===== config.mk =====
export PLATFORM = sky130hd
export DESIGN_NAME = gty_issue_select
export DESIGN_NICKNAME = d
export VERILOG_FILES = /design/src/rtl/gty_pkg.sv /design/src/rtl/gty_youngest.sv /design/src/rtl/gty_stall_bank.sv /design/src/rtl/gty_latch_bank.sv /design/src/rtl/gty_issue_select.sv
export SDC_FILE = /design/constraint.sdc
export NUM_CORES = 1
export LEC_CHECK = 0
export ABC_AREA = 1
export BUFFER_PORTS_ARGS = -buffer_cell sky130_fd_sc_hd__buf_2
export CORE_MARGIN = 1.5
export CORE_UTILIZATION = 50
export CTS_CLUSTER_SIZE = 12
export DETAILED_ROUTE_END_ITERATION = 7
export PLACE_DENSITY = 0.74
export SKIP_CTS_REPAIR_TIMING = 1
export SLEW_MARGIN = 20
export SYNTH_ARGS = -nofsm -noshare
export SYNTH_HDL_FRONTEND = slang
export SYNTH_SLANG_ARGS = --single-unit
export TNS_END_PERCENT = 50

===== constraint.sdc =====
create_clock -name clk -period 3.8 [get_ports clk]
set_input_delay 0.38 -clock clk [delete_from_list [all_inputs] [get_ports clk]]
set_output_delay 0.38 -clock clk [all_outputs]
set_load 0.05 [all_outputs]

===== src/rtl/gty_pkg.sv =====
package gty_pkg;

    // Width class of an execution unit input latch.
    typedef enum logic {
        LANE_FULL = 1'b0,
        LANE_HALF = 1'b1
    } lane_width_e;

    // Which candidate the selector grants this cycle.
    typedef enum logic [1:0] {
        PICK_NONE = 2'd0,
        PICK_CAND = 2'd1,
        PICK_ALT  = 2'd2
    } pick_kind_e;

endpackage


===== src/rtl/gty_youngest.sv =====
module gty_youngest #(
    parameter int unsigned N = 8,
    localparam int unsigned IW = (N > 1) ? $clog2(N) : 1
) (
    input  logic [N-1:0]  req_i,
    output logic          found_o,
    output logic [IW-1:0] idx_o
);

    // Highest set index wins: later iterations overwrite earlier ones.
    always_comb begin
        found_o = 1'b0;
        idx_o   = '0;
        for (int i = 0; i < N; i++) begin
            if (req_i[i]) begin
                found_o = 1'b1;
                idx_o   = IW'(i);
            end
        end
    end

endmodule


===== src/rtl/gty_stall_bank.sv =====
module gty_stall_bank #(
    parameter int unsigned N  = 8,
    parameter int unsigned SW = 4,
    localparam int unsigned IW = (N > 1) ? $clog2(N) : 1
) (
    input  logic          clk,
    input  logic          rst_n,
    input  logic          issue_i,
    input  logic [IW-1:0] issue_idx_i,
    input  logic [SW-1:0] issue_stall_i,
    input  logic          issue_yield_i,
    output logic [N-1:0]  blocked_o
);

    typedef struct packed {
        logic [N-1:0][SW-1:0] cnt;
        logic [N-1:0]         yld;
    } bank_t;

    bank_t b_d, b_q;

    always_comb begin
        b_d     = b_q;
        b_d.yld = '0;
        for (int w = 0; w < N; w++) begin
            if (b_q.cnt[w] != '0) begin
                b_d.cnt[w] = b_q.cnt[w] - SW'(1);
            end
        end
        if (issue_i) begin
            b_d.cnt[issue_idx_i] = (issue_stall_i == '0) ? '0 : issue_stall_i - SW'(1);
            b_d.yld[issue_idx_i] = issue_yield_i && (issue_stall_i <= SW'(1));
        end
    end

    always_ff @(posedge clk) begin
        if (!rst_n) begin
            b_q <= '0;
        end else begin
            b_q <= b_d;
        end
    end

    always_comb begin
        for (int w = 0; w < N; w++) begin
            blocked_o[w] = (b_q.cnt[w] != '0) || b_q.yld[w];
        end
    end

    for (genvar w = 0; w < N; w++) begin : g_chk
        a_r5_countdown: assert property (@(posedge clk) disable iff (!rst_n)
            (b_q.cnt[w] != '0 && !(issue_i && issue_idx_i == IW'(w)))
            |=> (b_q.cnt[w] == $past(b_q.cnt[w]) - SW'(1)));
    end

    a_r6_yield_blocks: assert property (@(posedge clk) disable iff (!rst_n)
        (issue_i && issue_yield_i && issue_stall_i <= SW'(1))
        |=> blocked_o[$past(issue_idx_i)]);

    a_r7_yield_unused: assert property (@(posedge clk) disable iff (!rst_n)
        (issue_i && issue_stall_i > SW'(1)) |=> !b_q.yld[$past(issue_idx_i)]);

endmodule


===== src/rtl/gty_latch_bank.sv =====
module gty_latch_bank
    import gty_pkg::*;
#(
    parameter int unsigned NU = 4,
    localparam int unsigned UW = (NU > 1) ? $clog2(NU) : 1
) (
    input  logic          clk,
    input  logic          rst_n,
    input  logic          issue_i,
    input  logic [UW-1:0] issue_unit_i,
    input  logic          issue_half_i,
    output logic [NU-1:0] busy_o
);

    typedef struct packed {
        logic [NU-1:0] hold;
    } latch_t;

    latch_t l_d, l_q;

    always_comb begin
        l_d      = l_q;
        l_d.hold = '0;
        if (issue_i && lane_width_e'(issue_half_i) == LANE_HALF) begin
            l_d.hold[issue_unit_i] = 1'b1;
        end
    end

    always_ff @(posedge clk) begin
        if (!rst_n) begin
            l_q <= '0;
        end else begin
            l_q <= l_d;
        end
    end

    assign busy_o = l_q.hold;

    for (genvar u = 0; u < NU; u++) begin : g_chk
        a_r8_half_holds: assert property (@(posedge clk) disable iff (!rst_n)
            (issue_i && issue_half_i && issue_unit_i == UW'(u)) |=> busy_o[u]);
        a_r8_releases: assert property (@(posedge clk) disable iff (!rst_n)
            (busy_o[u] && !(issue_i && issue_half_i && issue_unit_i == UW'(u)))
            |=> !busy_o[u]);
    end

endmodule


===== src/rtl/gty_issue_select.sv =====
module gty_issue_select
    import gty_pkg::*;
#(
    parameter int unsigned N        = 8,
    parameter int unsigned SW       = 4,
    parameter int unsigned NU       = 4,
    parameter int unsigned CC_LIMIT = 4,
    localparam int unsigned IW = (N > 1) ? $clog2(N) : 1,
    localparam int unsigned UW = (NU > 1) ? $clog2(NU) : 1,
    localparam int unsigned CW = $clog2(CC_LIMIT + 1)
) (
    input  logic            clk,
    input  logic            rst_n,
    input  logic [N-1:0]    inst_vld_i,
    input  logic [N-1:0]    dep_rdy_i,
    input  logic [N*SW-1:0] stall_i,
    input  logic [N-1:0]    yield_i,
    input  logic [N*UW-1:0] unit_i,
    input  logic [N-1:0]    half_i,
    input  logic [N-1:0]    cc_hit_i,
    output logic [N-1:0]    grant_o,
    output logic            grant_vld_o,
    output logic [IW-1:0]   grant_idx_o
);

    typedef struct packed {
        logic          last_vld;
        logic [IW-1:0] last_idx;
        logic [CW-1:0] cc_cnt;
        logic [IW-1:0] cc_warp;
    } sel_t;

    sel_t s_d, s_q;

    logic [N-1:0]  blocked;
    logic [NU-1:0] busy;
    logic [UW-1:0] unit_w [N];
    logic [N-1:0]  ready;
    logic          y_found;
    logic [IW-1:0] y_idx;
    logic [N-1:0]  alt_req;
    logic          a_found;
    logic [IW-1:0] a_idx;
    logic          cand_vld;
    logic [IW-1:0] cand_idx;
    pick_kind_e    kind;
    logic          iss;
    logic [IW-1:0] iss_idx;
    logic [SW-1:0] iss_stall;
    logic [UW-1:0] iss_unit;

    for (genvar w = 0; w < N; w++) begin : g_unit
        assign unit_w[w] = unit_i[w*UW +: UW];
    end

    always_comb begin
        for (int w = 0; w < N; w++) begin
            ready[w] = inst_vld_i[w] && dep_rdy_i[w] && !blocked[w] && !busy[unit_w[w]];
        end
    end

    gty_youngest #(.N(N)) i_pick_all (
        .req_i   (ready),
        .found_o (y_found),
        .idx_o   (y_idx)
    );

    always_comb begin
        if (s_q.last_vld && ready[s_q.last_idx]) begin
            cand_vld = 1'b1;
            cand_idx = s_q.last_idx;
        end else begin
            cand_vld = y_found;
            cand_idx = y_idx;
        end
        alt_req           = ready & cc_hit_i;
        alt_req[cand_idx] = 1'b0;
    end

    gty_youngest #(.N(N)) i_pick_alt (
        .req_i   (alt_req),
        .found_o (a_found),
        .idx_o   (a_idx)
    );

    always_comb begin
        s_d  = s_q;
        kind = PICK_NONE;
        if (!cand_vld) begin
            s_d.cc_cnt = '0;
        end else if (cc_hit_i[cand_idx]) begin
            kind       = PICK_CAND;
            s_d.cc_cnt = '0;
        end else if (s_q.cc_cnt == CW'(CC_LIMIT) && s_q.cc_warp == cand_idx) begin
            if (a_found) begin
                kind       = PICK_ALT;
                s_d.cc_cnt = '0;
            end
        end else begin
            s_d.cc_warp = cand_idx;
            s_d.cc_cnt  = (s_q.cc_warp == cand_idx) ? s_q.cc_cnt + CW'(1) : CW'(1);
        end
        iss     = (kind != PICK_NONE);
        iss_idx = (kind == PICK_ALT) ? a_idx : cand_idx;
        if (iss) begin
            s_d.last_vld = 1'b1;
            s_d.last_idx = iss_idx;
        end
    end

    always_ff @(posedge clk) begin
        if (!rst_n) begin
            s_q <= '0;
        end else begin
            s_q <= s_d;
        end
    end

    assign iss_stall = stall_i[iss_idx*SW +: SW];
    assign iss_unit  = unit_w[iss_idx];

    gty_stall_bank #(.N(N), .SW(SW)) i_stall (
        .clk           (clk),
        .rst_n         (rst_n),
        .issue_i       (iss),
        .issue_idx_i   (iss_idx),
        .issue_stall_i (iss_stall),
        .issue_yield_i (yield_i[iss_idx]),
        .blocked_o     (blocked)
    );

    gty_latch_bank #(.NU(NU)) i_latch (
        .clk          (clk),
        .rst_n        (rst_n),
        .issue_i      (iss),
        .issue_unit_i (iss_unit),
        .issue_half_i (half_i[iss_idx]),
        .busy_o       (busy)
    );

    assign grant_vld_o = iss;
    assign grant_idx_o = iss ? iss_idx : '0;
    assign grant_o     = iss ? (N'(1) << iss_idx) : '0;

    a_r1_onehot: assert property (@(posedge clk) disable iff (!rst_n)
        $onehot0(grant_o));

    a_r1_index: assert property (@(posedge clk) disable iff (!rst_n)
        grant_vld_o |-> grant_o[grant_idx_o]);

    a_r2_eligible: assert property (@(posedge clk) disable iff (!rst_n)
        grant_vld_o |-> (inst_vld_i[grant_idx_o] && dep_rdy_i[grant_idx_o]));

    a_r3_greedy: assert property (@(posedge clk) disable iff (!rst_n)
        (s_q.last_vld && ready[s_q.last_idx] && cc_hit_i[s_q.last_idx])
        |-> (grant_vld_o && grant_idx_o == s_q.last_idx));

    a_r9_miss_holds: assert property (@(posedge clk) disable iff (!rst_n)
        (cand_vld && !cc_hit_i[cand_idx] && s_q.cc_cnt < CW'(CC_LIMIT)) |-> !grant_vld_o);

    a_r10_wait_bounded: assert property (@(posedge clk) disable iff (!rst_n)
        s_q.cc_cnt <= CW'(CC_LIMIT));

    a_r10_switch_hits: assert property (@(posedge clk) disable iff (!rst_n)
        grant_vld_o |-> cc_hit_i[grant_idx_o]);

endmodule


======== Word level (Yosys, flattened, before mapping) ========
Cells that the tools add are included.
storage, ports and cells
  bits in registers ....................... 54
  bits of input ports ..................... 90
  output and inout bits ................... 12
  logic and storage cells ................. 213
operators by class
  $add $sub $neg .......................... 10
  magnitude comparators ................... 17
  eq/ne operators ......................... 4
  shifts and indexed selects .............. 2
  multiplexer cells ....................... 88
  bitwise logic cells ..................... 9
  reduce and logical (&&, ||, !) cells .... 69
operator list
  operator                                                           number
  2-to-1 mux 3 bit                                                   14
  2-to-1 mux 4 bit                                                   10
  2-to-1 mux 40 bit                                                  1
  subtractor 4 x 1 -> 4 bit, second input constant                   9
  2-to-1 mux 1 bit                                                   34
  bitwise mux 32 bit                                                 1
  nonzero test 4 bit                                                 8
  variable part select 32 x 6 -> 4 bit                               1
  logical AND 1 bit                                                  31
  less-than comparator 2 x 3 -> 1 bit, second input constant         9
  AND 8 bit                                                          3
  2-to-1 mux 2 bit                                                   10
  binary-select mux 1 bit (select 2 bit)                             8
  logical NOT 1 bit                                                  16
  binary-select mux 1 bit (select 3 bit)                             4
  demux 4 bit (select 3 bit)                                         1
  less-than comparator 3 x 4 -> 1 bit, second input constant         3
  logical OR 1 bit                                                   8
  2-to-1 mux 8 bit                                                   1
  inverter 8 bit                                                     1
  left shift 1 x 3 -> 8 bit, first input constant                    1
  binary-select mux 2 bit (select 3 bit)                             1
  demux 1 bit (select 3 bit)                                         2
  greater-or-equal comparator 3 x 1 -> 1 bit, second input constant  2
  16 further kinds                                                   20

======== Depth between registers and ports, before layout ========
  depth in word-level cells ............... 41
  depth in mapped cells ................... 35
  gate-level depth less buffers ........... 35

======== Cells and area by module ========
Synthesis repeated with hierarchy kept, for this count alone.
unflattened totals
  cells, all modules ...................... 840
  area, all modules ....................... 4784.6 sq um
by module, submodules not included
  module            times used  cells an instance  area an instance (sq um)  seq. area each (sq um)
  gty_stall_bank    1           333                2304.7                    800.8
  gty_issue_select  1           452                2197.1                    200.2
  gty_youngest      2           20                 77.6                      0.0
  gty_latch_bank    1           15                 127.6                     80.1

======== Least setup slack after synthesis ========
Ideal clock, no wire load.
  kind .................................... reg2reg
  start ................................... register i_stall.b_q[24] (netlist name)
  end ..................................... register i_stall.b_q[29] (netlist name)
  setup time .............................. 0.056 ns
  arrival ................................. 4.279 ns
  data required time ...................... 3.744 ns
  path slack .............................. -0.535 ns
  stages on the path, launching flop included .. 28
  path buffers ............................ 1
  period minus slack after synthesis ...... 4.335 ns
  path through ............................ dfxtp_1 > inv_1 > ha_1 > nand3_4 > nor2_1 > nand3_1 > nand2_1 > nand2_1 > nand2_1 > nand2_1 > nand2_4 > nand3_4 > nand2_2 > nand2_2 > buf_6 > nor2_1 > nand2_1 > nand2_1 > nor2_4 > o21ai_2 > inv_2 > nor2_2 > inv_2 > nor2_2 > inv_1 > a21oi_1 > nand2_1 > inv_1
between the ends
  elaborated cells between the ends (all ways) .. 63
  classes of those cells .................. add/sub (1); order compare (4); eq/ne (2); shift (1); mux (41); bitwise (3); reduce/logical (11)
RTL lines
  what                                                                                                                            RTL line                 text
  start: declaration                                                                                                              gty_stall_bank.sv:20     bank_t b_d, b_q;
  start signal: assignment                                                                                                        gty_stall_bank.sv:38     b_q <= '0;
  start signal: assignment                                                                                                        gty_stall_bank.sv:40     b_q <= b_d;
  nonzero test 4 bit (*)                                                                                                          gty_stall_bank.sv:46     blocked_o[w] = (b_q.cnt[w] != '0) || b_q.yld[w];
  logical OR 1 bit (*)                                                                                                            gty_stall_bank.sv:46
  logical NOT 1 bit (*)                                                                                                           gty_issue_select.sv:58   ready[w] = inst_vld_i[w] && dep_rdy_i[w] && !blocked[w] && !busy[unit_w[w]];
  logical AND 1 bit (*) (2 in a row)                                                                                              gty_issue_select.sv:58
  2-to-1 mux 3 bit (4 in a row)                                                                                                   gty_youngest.sv:15       if (req_i[i]) begin
  2-to-1 mux 3 bit                                                                                                                gty_issue_select.sv:69   if (s_q.last_vld && ready[s_q.last_idx]) begin
  less-than comparator 3 x 4 -> 1 bit (implied by the code) / greater-or-equal comparator 3 x 1 -> 1 bit (equally long branches)  gty_issue_select.sv:77   alt_req[cand_idx] = 1'b0;
  logical AND 1 bit (implied by the code)                                                                                         gty_issue_select.sv:77
  (+4 left out)                                                                                                                   n/a
  2-to-1 mux 1 bit (8 in a row)                                                                                                   gty_youngest.sv:15
  2-to-1 mux 2 bit                                                                                                                gty_issue_select.sv:95   if (a_found) begin
  2-to-1 mux 2 bit                                                                                                                gty_issue_select.sv:94   end else if (s_q.cc_cnt == CW'(CC_LIMIT) && s_q.cc_warp == cand_idx) begin
  2-to-1 mux 2 bit                                                                                                                gty_issue_select.sv:91   end else if (cc_hit_i[cand_idx]) begin
  2-to-1 mux 2 bit (*)                                                                                                            gty_issue_select.sv:89   if (!cand_vld) begin
  nonzero test 2 bit (*)                                                                                                          gty_issue_select.sv:103  iss = (kind != PICK_NONE);
  net grant_vld_o                                                                                                                 gty_issue_select.sv:22   output logic grant_vld_o,
  2-to-1 mux 40 bit (*)                                                                                                           gty_stall_bank.sv:30     if (issue_i) begin
Mark *: on every way through the listed nets, which the timed path passes. The rest lies on a longest branch. The select of a mux whose other input is x is not followed.
A chain may end at the register's enable or synchronous reset.

======== Worst setup path after layout ========
  start ................................... register i_stall.b_q[29] (netlist name)
  end ..................................... output port grant_o[0]
between the ends
  word-level cells in the longest chain between the ends .. 31
  elaborated cells between the ends (all ways) .. 52
  classes of those cells .................. order compare (2); eq/ne (2); shift (1); mux (35); bitwise (3); reduce/logical (9)
ends and longest elaborated chain
  what                                                                               RTL line                                    text
  nonzero test 4 bit (*)                                                             gty_stall_bank.sv:46
  logical OR 1 bit (*)                                                               gty_stall_bank.sv:46
  logical NOT 1 bit (*)                                                              gty_issue_select.sv:58
  logical AND 1 bit (*) (2 in a row)                                                 gty_issue_select.sv:58
  binary-select mux 1 bit (select 3 bit) / 2-to-1 mux 3 bit (equally long branches)  gty_issue_select.sv:69, gty_youngest.sv:15
  2-to-1 mux 1 bit (implied by the code) / 2-to-1 mux 3 bit (equally long branches)  gty_issue_select.sv:69, gty_youngest.sv:15
  logical AND 1 bit / 2-to-1 mux 3 bit (equally long branches)                       gty_issue_select.sv:69, gty_youngest.sv:15
  2-to-1 mux 3 bit                                                                   gty_issue_select.sv:69
  (+14 left out)                                                                     n/a
  2-to-1 mux 2 bit                                                                   gty_issue_select.sv:95
  2-to-1 mux 2 bit                                                                   gty_issue_select.sv:94
  2-to-1 mux 2 bit                                                                   gty_issue_select.sv:91
  2-to-1 mux 2 bit                                                                   gty_issue_select.sv:89
  == test 2 bit                                                                      gty_issue_select.sv:104                     iss_idx = (kind == PICK_ALT) ? a_idx : cand_idx;
  2-to-1 mux 3 bit                                                                   gty_issue_select.sv:104
  left shift 1 x 3 -> 8 bit                                                          gty_issue_select.sv:143                     assign grant_o = iss ? (N'(1) << iss_idx) : '0;
  2-to-1 mux 8 bit (*)                                                               gty_issue_select.sv:143
  end: declaration                                                                   gty_issue_select.sv:21                      output logic [N-1:0] grant_o,
Mark *: on every way between the ends. The rest lies on a longest branch, timed or not. The select of a mux whose other input is x is not followed.

==> metrics.md <==
| Metric | Value |
|---|---|
| Vias | `between 6000 and 7000` |
| GR Util All Layers | `between 30% and 40%` |
| Tcrit/Tclk final | `108.9%` |
| Relative slew slack | `between 60% and 70%` |
| Buffers plus inverters on the worst setup path | `6` |
| # IOs | `roughly 100` |
| Final Total Pwr | `about 7.5 mW` |
| Post-DP HPWL | `between 10000 and 15000 µm` |
| Pwr per Cell Area | `1028 mW/mm²` |
| Flop2flop setup slack | `-0.29 ns` |
| Hold Crit Start | `s_q[4]$_SDFFE_PP0P_` |
| Min Clock Period, post-route | `4.139 ns` |
| Worst-margin pin slew | `just under 0.6 ns` |
| TritonCTS Sinks | `54` |
| Most Crowded Layer GR | `met2` |
| CTS max path bufs | `2` |
| Worst-path clk slew | `approximately 0.11 ns` |
| Antenna fix cells | `0` |
| Asr flop ratio synth | `0%` |
| Iter 0 DRT Violations | `about 460` |
| Failing checks | `setup timing` |
| Filler instances | `roughly 660` |
| Routed len/inst | `between 15 and 20 µm` |
| Grt met1 use | `between 30 and 40%` |
| Vias per cell | `5.427` |
| Die Y | `roughly 100 µm` |
| Vias in the first global route | `around 5400` |
| Leak pwr | `3.575 nW` |
| CTS tree | `done` |
| FP Rows | `35` |
| Fin. max-slew vios | `0` |
| Synth Register Bits | `54` |
| R2R cell count | `33` |
| YS warnings | `0` |
| Multi-input combinational cell area | `0.003909 mm²` |
| Setup ws final | `-0.3389 ns` |
| Global Route met3 Usage | `approximately 2.6%` |
| Sequential area share after synthesis | `22.67%` |
| Capture point of the worst reg-to-reg path | `i_stall.b_q[10]$_SDFF_PN0_` |
| Maximum net fanout on the critical path | `6` |
| Area Overhead vs Synth | `52.03%` |
| Clock root cell | `clkbuf_8` |
| Nets | `about 1100` |
| Slowest-stage cell, CP | `dfxtp_2` |
| Share of layout cells above drive strength 1 | `a little over two fifths` |
| Register Area | `0.001092 mm²` |
| Synth Area in Simple Gates | `between 40 and 50%` |
| Yosys cell types | `39` |
| CP Data Arrival Time | `3.76 ns` |
| Final GP Congestion | `around 0.98` |
| Final setup fails | `56` |
| Placement Setup Slack | `-0.2268 ns` |
| Required time worst endpoint | `between 3 and 4 ns` |
| Synth Area in Adders | `under 10%` |
| Worst VDD drop | `around 0.6 mV` |
| Drt total wl | `17620 µm` |
| Syn_area_per_cell | `approximately 6.1 µm²` |
| Number of antenna violations at the first check in global routing | `0` |
| First-pass GRT wire length | `about 25000 µm` |
| Worst hold path endpoint | `s_q[4]$_SDFFE_PP0P_` |
| CP Launch Type | `flip-flop` |
| Synth Instances | `776` |
| Starting density of the core | `between 50% and 60%` |
| Fmax | `approximately 240 MHz` |
| H-Tree Depth | `2` |
| Final Cell Area | `~0.0072 mm²` |
| Xor/xnor share of the synthesized area | `1.811%` |
| Max-Cap Viols | `0` |
| Post-route ant nets | `0` |
| Unrepaired setup endpoints after global routing | `yes` |
| Clock skew | `between 0.015 and 0.02 ns` |
| PortBufs | `~100` |
| Pre-Repair DR Iteration Count | `5` |
| Critical path capture point type | `output port` |
| Largest family of logic cells by synthesized area | `simple AND/OR/NAND/NOR gates` |
| Synth top area share | `between 20% and 30%` |
| Synthesized cell area | `0.004768 mm²` |
| Total CTS buffers | `5` |
| Final Hold Fails | `0` |
| Largest net degree at the start of global routing | `31` |
| Placed instance area | `0.006001 mm²` |
| Post-synth EDFFs | `0` |
| Drt drc | `0` |
| Setup CP Type | `flip-flop to output port` |
| Worst Hold Path Cells | `2` |
| Compound-Gate Fraction of Synth Area | `12.65%` |
| Core Area | `roughly 0.0092 mm²` |
| Reg2Reg Launch Point | `i_stall.b_q[29]$_SDFF_PN0_` |
| Syn_nets | `around 880` |
| Worst-Skew Late Latency | `between 0.3 and 0.4 ns` |
| Main flop type after synthesis | `dfxtp_1` |
| GR Overflow Total | `0` |
| Hold Path Class | `flip-flop to flip-flop` |
| Yosys top cell by area | `dfxtp_1` |
| Critical path's top delay family | `simple AND/OR/NAND/NOR gates` |
| Top cells by area, synth | `dfxtp_1 (23%), nand2_1 (16%), nand3_1 (8.4%)` |
| Outcome | `complete, but fails checks` |
| GRT met2 Usage | `between 50% and 60%` |
| Die Wd | `between 100 and 150 µm` |
| Post-synthesis mux area share | `less than 1%` |
| Die area | `~0.01 mm²` |
| CP max stage delay | `around 0.35 ns` |
cell type report:
type	instances	share of cell area, %
inverters	120	6.420
repair buffers	216	21.06
well taps	129	2.226
clock inverters	1	0.1208
flip-flops and latches	54	15.07
multi-input cells	600	53.92
clock buffers	7	1.191
registers in the layout, indices dropped and copies added, names as in the netlist:
signal,count
i_stall.b_q,40
i_latch.busy_o,4
s_q,10
synthesized netlist by cell type (5+ instances only):
master / n
nor3_1: 5
nand2_1: 204
xor2_1: 8
nand2_2: 24
o22ai_1: 9
nor2_2: 23
or2_2: 5
nor2_4: 5
a21oi_1: 45
dfxtp_1: 54
ha_1: 18
nand2_4: 6
nand3_1: 80
nand4_1: 14
inv_1: 95
o21a_1: 10
o21ai_0: 34
nand3_2: 9
nor2_1: 68
inv_2: 22
nand3b_1: 9
through the flow:
stage / hold WS [ns] / utilization, % / setup TNS [ns] / cells
global placement: 0.4704 / 64.94 / -3.990 / 1073
floorplan: 0.4548 / - / 0 / 776
CTS: 0.4722 / 65.97 / -16.02 / 1081
finish: 0.4923 / 78.46 / -11.24 / 1127
detailed placement: 0.4784 / 64.94 / -8.033 / 1073
global route: 0.5152 / 78.46 / -22.76 / 1127
per-layer routing:
layer  vias up  routed length (µm)
met5         -                   0
met2       286                8963
li1       2942                   -
met4         0                 581
met1      2833                6767
met3        55                1309
worst reg2reg max path: cells and delay by family (launching register included):
kind,cells,cell delay [ns]
fa+ha+maj,1,0.15
simple gates,26,2.97
buf+inv,6,0.58
flops,1,0.35
power by group:
part | total, mW | internal, mW | leakage (nW) | switching [mW]
clock network | 0.353 | 0.151 | 0.0489 | 0.202
logic | 6.19 | 2.48 | 3.08 | 3.71
registers | 0.911 | 0.762 | 0.446 | 0.149
cells in the final DEF (no fill, tap or decap), types with 3 or more instances in the layout:
cell type,instances
clkbuf_8,6
buf_2,89
dfxtp_2,9
nor2_4,33
ha_1,12
nor3_1,4
ha_4,4
nand3_1,69
nand3_2,15
nand4_1,14
nand2_1,173
inv_4,4
o21a_1,10
o22ai_1,9
nor2_2,18
nand3b_1,9
nand2_4,34
nor2_1,45
or2_2,4
buf_12,3
inv_1,83
nand3_4,9
xor2_1,8
clkinv_1,3
buf_6,10
buf_8,7
nand2_2,26
dfxtp_1,45
o21ai_0,34
a21oi_1,42
nand2_8,5
inv_2,29
buf_4,106
worst max path at each step:
stage / end / depth (start not counted) / from
2_1_floorplan: i_stall.b_q[37]$_SDFF_PN0_ / 30 / i_stall.b_q[24]$_SDFF_PN0_
3_3_place_gp: grant_o[2] / 23 / i_stall.b_q[16]$_SDFF_PN0_
3_5_place_dp: grant_o[2] / 23 / i_stall.b_q[16]$_SDFF_PN0_
4_1_cts: grant_o[2] / 23 / i_stall.b_q[20]$_SDFF_PN0_
5_1_grt: grant_o[0] / 27 / i_stall.b_q[29]$_SDFF_PN0_
6_report: grant_o[0] / 27 / i_stall.b_q[29]$_SDFF_PN0_
kinds of logic after synthesis:
group	Yosys count
buffers and inverters	126
DFF	54
AOI/OAI and AO/OA	107
xor gates and xnor gates	9
muxes	2
and+or+nand+nor	460
adders and majority gates	18
Power figures use the tool's default switching activity.
